**config.mk**
```make
export PLATFORM = sky130hd
export DESIGN_NAME = mmu_cache_regbank
export DESIGN_NICKNAME = d
export VERILOG_FILES = /design/src/rtl/mcr_pkg.sv /design/src/rtl/mcr_decode.sv /design/src/rtl/mcr_cmd.sv /design/src/rtl/mcr_rdmux.sv /design/src/rtl/mmu_cache_regbank.sv
export SDC_FILE = /design/constraint.sdc
export NUM_CORES = 1
export LEC_CHECK = 0
export BUFFER_PORTS_ARGS = -buffer_cell sky130_fd_sc_hd__buf_2
export CAP_MARGIN = 20
export CORE_ASPECT_RATIO = 1.75
export CORE_UTILIZATION = 57
export CTS_BUF_LIST = sky130_fd_sc_hd__clkbuf_4 sky130_fd_sc_hd__clkbuf_8 sky130_fd_sc_hd__clkbuf_16
export DETAILED_ROUTE_END_ITERATION = 16
export GPL_TIMING_DRIVEN = 0
export HOLD_SLACK_MARGIN = 0.08
export PLACE_DENSITY = 0.78
export SETUP_SLACK_MARGIN = 0.2
export SYNTH_ARGS = -nofsm -noshare
export SYNTH_HDL_FRONTEND = slang
export SYNTH_HIERARCHICAL = 1
export SYNTH_SLANG_ARGS = --single-unit
```
**constraint.sdc**
```tcl
create_clock -name clk -period 1.55 [get_ports clk]
set_input_delay 0.0775 -clock clk [delete_from_list [all_inputs] [get_ports clk]]
set_output_delay 0.0775 -clock clk [all_outputs]
set_load 0.01 [all_outputs]
```
**src/rtl/mcr_pkg.sv**
```systemverilog
package mcr_pkg;

   localparam int unsigned SLOT_COUNT = 18;
   localparam int unsigned WORD_W     = 32;

   localparam int unsigned IDX_PTEH   = 0;
   localparam int unsigned IDX_MMUCR  = 4;
   localparam int unsigned IDX_CCR    = 7;
   localparam int unsigned IDX_EXPEVT = 9;
   localparam int unsigned IDX_VER    = 12;
   localparam int unsigned IDX_SQA0   = 14;
   localparam int unsigned IDX_SQA1   = 15;
   localparam int unsigned IDX_PRODID = 17;

   localparam int unsigned ASID_LSB = 0;
   localparam int unsigned ASID_W   = 8;
   localparam int unsigned AT_BIT   = 0;
   localparam int unsigned TI_BIT   = 2;
   localparam int unsigned OCI_BIT  = 3;
   localparam int unsigned ICI_BIT  = 11;

   typedef enum logic [1:0] {SK_NONE, SK_RW, SK_CONST} slot_kind_e;

   typedef struct packed {
      logic asid_flush;
      logic tlb_flush;
      logic mode_chg;
      logic icache_inv;
      logic ocache_inv;
      logic sq_chg;
   } strobe_t;

   function automatic slot_kind_e slot_kind(int unsigned i);
      if (i >= SLOT_COUNT)            return SK_NONE;
      if (i == 11 || i == 16)         return SK_NONE;
      if (i == IDX_VER || i == IDX_PRODID) return SK_CONST;
      return SK_RW;
   endfunction

   // Storage masks: command bits (TI, ICI, OCI) are excluded, they never persist.
   function automatic logic [WORD_W-1:0] store_mask(int unsigned i);
      case (i)
         0:       return 32'hFFFF_FCFF;
         1:       return 32'h1FFF_FDFF;
         2, 3:    return 32'hFFFF_FFFF;
         4:       return 32'hFCFC_FF05 & ~(32'h1 << TI_BIT);
         5, 6:    return 32'h0000_00FF;
         7:       return 32'h0000_89AF & ~(32'h1 << ICI_BIT) & ~(32'h1 << OCI_BIT);
         8:       return 32'h0000_03FC;
         9, 10:   return 32'h0000_0FFF;
         13:      return 32'h0000_000F;
         14, 15:  return 32'h0000_001C;
         default: return 32'h0;
      endcase
   endfunction

endpackage

```
**src/rtl/mcr_decode.sv**
```systemverilog
module mcr_decode
   import mcr_pkg::*;
#(
   parameter int unsigned ADDR_W = 8,
   localparam int unsigned IDX_W = ADDR_W - 2
)(
   input  logic [ADDR_W-1:0]     addr,
   output logic [IDX_W-1:0]      idx,
   output logic                  hit,
   output logic [SLOT_COUNT-1:0] sel
);

   assign idx = addr[ADDR_W-1:2];
   assign hit = (addr[1:0] == 2'b00) && (idx < IDX_W'(SLOT_COUNT));

   generate
      for (genvar g = 0; g < SLOT_COUNT; g++) begin : g_sel
         assign sel[g] = hit && (idx == IDX_W'(g));
      end
   endgenerate

endmodule

```
**src/rtl/mcr_cmd.sv**
```systemverilog
module mcr_cmd
   import mcr_pkg::*;
(
   input  logic              clk,
   input  logic              rst_n,
   input  logic              wr_eff,
   input  logic              hit_pteh,
   input  logic              hit_mmucr,
   input  logic              hit_ccr,
   input  logic              hit_sq,
   input  logic [ASID_W-1:0] wr_asid,
   input  logic [ASID_W-1:0] cur_asid,
   input  logic              wr_at,
   input  logic              cur_at,
   input  logic              wr_ti,
   input  logic              wr_ici,
   input  logic              wr_oci,
   output strobe_t           stb
);

   strobe_t stb_d;

   always_comb begin
      stb_d            = '0;
      stb_d.asid_flush = wr_eff && hit_pteh && (wr_asid != cur_asid);
      stb_d.tlb_flush  = wr_eff && hit_mmucr && wr_ti;
      stb_d.mode_chg   = wr_eff && hit_mmucr && (wr_at != cur_at);
      stb_d.icache_inv = wr_eff && hit_ccr && wr_ici;
      stb_d.ocache_inv = wr_eff && hit_ccr && wr_oci;
      stb_d.sq_chg     = wr_eff && hit_sq;
   end

   always_ff @(posedge clk or negedge rst_n) begin
      if (!rst_n) stb <= '0;
      else        stb <= stb_d;
   end

endmodule

```
**src/rtl/mcr_rdmux.sv**
```systemverilog
module mcr_rdmux
   import mcr_pkg::*;
#(
   parameter int unsigned IDX_W         = 6,
   parameter logic [31:0] VERSION_ID    = 32'h0402_05C1,
   parameter bit          RD_REGISTERED = 1'b1
)(
   input  logic                         clk,
   input  logic                         rst_n,
   input  logic                         rd_en,
   input  logic                         hit,
   input  logic [IDX_W-1:0]             idx,
   input  logic [SLOT_COUNT*WORD_W-1:0] flat,
   output logic [WORD_W-1:0]            rd_data
);

   logic [WORD_W-1:0] word;

   always_comb begin
      word = '0;
      for (int i = 0; i < SLOT_COUNT; i++) begin
         if (hit && idx == IDX_W'(i)) word = flat[i*WORD_W +: WORD_W];
      end
   end

   generate
      if (RD_REGISTERED) begin : g_rd_reg
         always_ff @(posedge clk or negedge rst_n) begin
            if (!rst_n)     rd_data <= '0;
            else if (rd_en) rd_data <= word;
         end

         p_version_r7: assert property (@(posedge clk) disable iff (!rst_n)
            $past(rd_en && hit && idx == IDX_W'(IDX_VER)) |-> rd_data == VERSION_ID)
            else $error("identification word read wrong");

         p_unmapped_r10: assert property (@(posedge clk) disable iff (!rst_n)
            $past(rd_en && !hit) |-> rd_data == '0)
            else $error("unmapped read not zero");

         p_ti_reads_zero_r4: assert property (@(posedge clk) disable iff (!rst_n)
            $past(rd_en && hit && idx == IDX_W'(IDX_MMUCR)) |-> !rd_data[TI_BIT])
            else $error("flush command bit read back set");
      end else begin : g_rd_comb
         assign rd_data = rd_en ? word : '0;
      end
   endgenerate

endmodule

```
**src/rtl/mmu_cache_regbank.sv**
```systemverilog
module mmu_cache_regbank
   import mcr_pkg::*;
#(
   parameter int unsigned ADDR_W        = 8,
   parameter int unsigned DATA_W        = 32,
   parameter logic [31:0] VERSION_ID    = 32'h0402_05C1,
   parameter logic [31:0] WARM_EXC_CODE = 32'h0000_0020,
   parameter bit          RD_REGISTERED = 1'b1
)(
   input  logic              clk,
   input  logic              rst_n,
   input  logic              warm_rst,
   input  logic [ADDR_W-1:0] addr,
   input  logic              wr_en,
   input  logic [DATA_W-1:0] wr_data,
   input  logic              rd_en,
   output logic [DATA_W-1:0] rd_data,
   output logic              asid_flush,
   output logic              tlb_flush_all,
   output logic              xlat_mode_chg,
   output logic              icache_inv,
   output logic              ocache_inv,
   output logic              sq_cfg_chg
);

   localparam int unsigned IDX_W = ADDR_W - 2;

   generate
      if (DATA_W != WORD_W) begin : g_bad_data_w
         $error("DATA_W must equal 32");
      end
      if (ADDR_W < 7) begin : g_bad_addr_w
         $error("ADDR_W too small to reach every mapped word");
      end
   endgenerate

   logic [IDX_W-1:0]             idx;
   logic                         hit;
   logic [SLOT_COUNT-1:0]        sel;
   logic                         wr_eff;
   logic [SLOT_COUNT*WORD_W-1:0] flat;
   strobe_t                      stb;

   assign wr_eff = wr_en && !warm_rst;

   mcr_decode #(.ADDR_W(ADDR_W)) u_dec (
      .addr (addr),
      .idx  (idx),
      .hit  (hit),
      .sel  (sel)
   );

   generate
      for (genvar g = 0; g < SLOT_COUNT; g++) begin : g_slot
         localparam slot_kind_e KIND = slot_kind(g);
         if (KIND == SK_RW) begin : g_rw
            localparam logic [WORD_W-1:0] MASK = store_mask(g);
            localparam bit WARM_HIT = (g == IDX_MMUCR) || (g == IDX_CCR) || (g == IDX_EXPEVT);
            localparam logic [WORD_W-1:0] WARM_VAL = (g == IDX_EXPEVT) ? WARM_EXC_CODE : '0;
            logic [WORD_W-1:0] q;
            always_ff @(posedge clk or negedge rst_n) begin
               if (!rst_n)                  q <= '0;
               else if (warm_rst && WARM_HIT) q <= WARM_VAL;
               else if (wr_eff && sel[g])   q <= wr_data & MASK;
            end
            assign flat[g*WORD_W +: WORD_W] = q;
         end else if (KIND == SK_CONST) begin : g_const
            assign flat[g*WORD_W +: WORD_W] = (g == IDX_VER) ? VERSION_ID : '0;
         end else begin : g_hole
            assign flat[g*WORD_W +: WORD_W] = '0;
         end
      end
   endgenerate

   logic [ASID_W-1:0] cur_asid;
   logic              cur_at;
   logic [WORD_W-1:0] mmucr_word, ccr_word, exc_word;

   assign cur_asid   = flat[IDX_PTEH*WORD_W + ASID_LSB +: ASID_W];
   assign cur_at     = flat[IDX_MMUCR*WORD_W + AT_BIT];
   assign mmucr_word = flat[IDX_MMUCR*WORD_W +: WORD_W];
   assign ccr_word   = flat[IDX_CCR*WORD_W +: WORD_W];
   assign exc_word   = flat[IDX_EXPEVT*WORD_W +: WORD_W];

   mcr_cmd u_cmd (
      .clk       (clk),
      .rst_n     (rst_n),
      .wr_eff    (wr_eff),
      .hit_pteh  (sel[IDX_PTEH]),
      .hit_mmucr (sel[IDX_MMUCR]),
      .hit_ccr   (sel[IDX_CCR]),
      .hit_sq    (sel[IDX_SQA0] || sel[IDX_SQA1]),
      .wr_asid   (wr_data[ASID_LSB +: ASID_W]),
      .cur_asid  (cur_asid),
      .wr_at     (wr_data[AT_BIT]),
      .cur_at    (cur_at),
      .wr_ti     (wr_data[TI_BIT]),
      .wr_ici    (wr_data[ICI_BIT]),
      .wr_oci    (wr_data[OCI_BIT]),
      .stb       (stb)
   );

   mcr_rdmux #(
      .IDX_W         (IDX_W),
      .VERSION_ID    (VERSION_ID),
      .RD_REGISTERED (RD_REGISTERED)
   ) u_rd (
      .clk     (clk),
      .rst_n   (rst_n),
      .rd_en   (rd_en),
      .hit     (hit),
      .idx     (idx),
      .flat    (flat),
      .rd_data (rd_data)
   );

   assign asid_flush    = stb.asid_flush;
   assign tlb_flush_all = stb.tlb_flush;
   assign xlat_mode_chg = stb.mode_chg;
   assign icache_inv    = stb.icache_inv;
   assign ocache_inv    = stb.ocache_inv;
   assign sq_cfg_chg    = stb.sq_chg;

   p_asid_changed_r3: assert property (@(posedge clk) disable iff (!rst_n)
      asid_flush |-> cur_asid != $past(cur_asid))
      else $error("address-space flush without identifier change");

   p_at_changed_r5: assert property (@(posedge clk) disable iff (!rst_n)
      xlat_mode_chg |-> cur_at != $past(cur_at))
      else $error("mode strobe without enable change");

   p_warm_values_r8: assert property (@(posedge clk) disable iff (!rst_n)
      $past(warm_rst) |-> (mmucr_word == '0 && ccr_word == '0 && exc_word == WARM_EXC_CODE))
      else $error("warm reset values wrong");

endmodule

```
==> run metrics <==
Final #Nets 2126; leakage 10.8 nW; Final Critical Period 1800 ps; fin worst setup slack -249 ps; reg2reg path depth 6; PwrDens 688 nW/um^2; Die Width roughly 130 um; final worst-path cycle share 116%; met2 usage just over 70%; Yosys warnings 6; Layout Cells excl Fill 2468; Post-CTS Hold Fix Bufs 33; Max Slew Vio Count 0; layout cell share with drive strength beyond 1 37.1%; Overflow after GRT 0; setup TNS -6050 ps; FP Rows 80; # DRC 0; Final ANT Viol Nets 0; largest net degree at the start of global routing 101; Die Footprint 28500 sq um; Tot Pwr 15.3 mW; GRT busiest layer met2; final core utilization 81.2%; CTS buffer count 24; RSZ-0062 raised after global routing true; Routed wire per std cell 25.9 um; crit path kind input port to register; Layout area overhead 40.1%; Die Y 223 um; Crit Path Max Fanout 10; Worst-Margin Slew around 950 ps; GR Util All Layers a little over two fifths; via count of the first global-routing pass approximately 15k; CTS tree yes; R2R Path End u_rd/rd_data[21]; Reg2Reg Setup Slack -230 ps; CTS H-tree depth 1; IO buf count 81; CP Capture Point u_rd/rd_data[3]; Worst-path clk slew 60 ps; detailed-route via count 15.3k; WP data required ~2000 ps; Global Route met1 Usage 46.9%; Core Area 27300 sq um; CP startpoint kind input port; outcome finished, violations left; Initial Util 58.0%; worst skew pair latency 550 ps; first-pass GRT wire length roughly 91 mm; Iteration-0 DRC Markers between 1.5k and 2k; Final Hold Vio Count between 100 and 150; max-cap violations 0; violated checks hold timing, setup timing; syn avg cell area about 11 sq um; Syn Inst Count ~1.5k; Fin Clk Skew about 18 ps; met3 Resource Use GR under 10%; HPWL Detailed 40.3 mm; Hold WC Path Type input port to async pin; routed vias/inst 6.19; max frequency 556 MHz; Mapped Area ~16000 sq um; VDD IR-drop max 1250 uV; clk sinks roughly 250; worst hold slack -575 ps; n_diodes 0; r2r startpoint g_slot[2].g_rw.q[21]; wirelength, routed 64.0 mm; gp weighted congestion 0.972; drt first pass iters 7; Arrival @ worst endpoint 2260 ps; root buffer selected by CTS clkbuf_16; max_slew headroom a little under two fifths; CTS max path bufs 3; Inst Count DP between 2k and 2.5k; I/O pin total 83; count of final setup violators 67; antenna violations before repair 2; Worst Setup SP addr[3]; Worst setup EP type register
[state kept, by name, summed over array words and instances, names as in the netlist]
name	flops
exc_word	12
u_cmd/stb	6
g_slot.g_rw.q	189
ccr_word	7
u_rd/rd_data	32
[final cells by class]
type	instances	area [sq um]
buffer	149	1450
clock buffer	33	723
clock inverter	11	68.8
fill	1551	5130
inverter	8	31.3
multi-input combinational	1458	11600
sequential	246	6160
tap	369	462
timing repair buffer	194	1720
[worst min-delay path by stage]
| stage | start | end | slack, ps | cells past startpoint |
|---|---|---|---|---|
| floorplan | rst_n | ccr_word[0] | -220 | 0 |
| global placement | wr_data[4] | g_slot[14].g_rw.q[4] | 350 | 2 |
| detailed placement | rst_n | g_slot[0].g_rw.q[27] | 10 | 1 |
| CTS | rst_n | g_slot[0].g_rw.q[27] | -550 | 1 |
| global route | rst_n | g_slot[0].g_rw.q[27] | -540 | 1 |
| finish | rst_n | g_slot[2].g_rw.q[27] | -580 | 1 |
[where the power goes]
group          switching, mW  leakage (nW)  total, mW  internal (mW)
clock network           2.70         0.389       5.98           3.28
logic                   1.59          7.09       2.59           1.00
registers              0.111          3.37       6.71           6.59
[per-stage QoR]
| step | area (sq um) | setup slack (ps) |
|---|---|---|
| final | 22200 | -249 |
| after global routing | 22200 | -273 |
| after CTS | 21300 | -260 |
| after detailed placement | 18500 | -1480 |
| after global placement | 18400 | -3890 |
| after floorplan | 17600 | -436 |
[cell usage in the layout, fill, tap and decap left out, drive strengths merged, types with 8 or more instances in the layout]
cell	n
a211oi	17
a21bo	39
a21o	14
a21oi	130
a221oi	15
a22oi	14
a31oi	12
a32oi	9
and3	10
buf	245
clkbuf	98
clkinv	9
conb	388
dfrtp	246
dlygate4sd3	32
mux2	201
mux2i	46
mux4	37
nand2	46
nand3	47
nand3b	22
nor2	91
nor2b	10
nor3	15
o21a	16
o21ai	89
o221ai	17
o22ai	58
o31ai	8
o32ai	11
or3	12
xor2	9
[critical path, cell delays in order]
cell and delay (ps):
buf_4 140, buf_4 150, buf_4 190, clkinv_1 220, clkbuf_1 560, nand2_1 130, a21oi_1 210, o221ai_1 170
a21o_1 240, a31oi_1 170
[routing by layer]
metal | vias to the layer above | wire length, um
li1 | 6460 | -
met5 | - | 12
met2 | 959 | 30200
met4 | 2 | 7400
met1 | 7419 | 20700
met3 | 448 | 5660
[repair_timing]
action | in CTS | in global routing
buffers inserted | 38 | 29
gates cloned | 5 | 6
hold endpoints to repair | 290 | 146
setup endpoints to repair | 37 | 193
resized for setup | 336 | 115
pin swaps | 57 | 58
(Power assumes the default switching activity.)
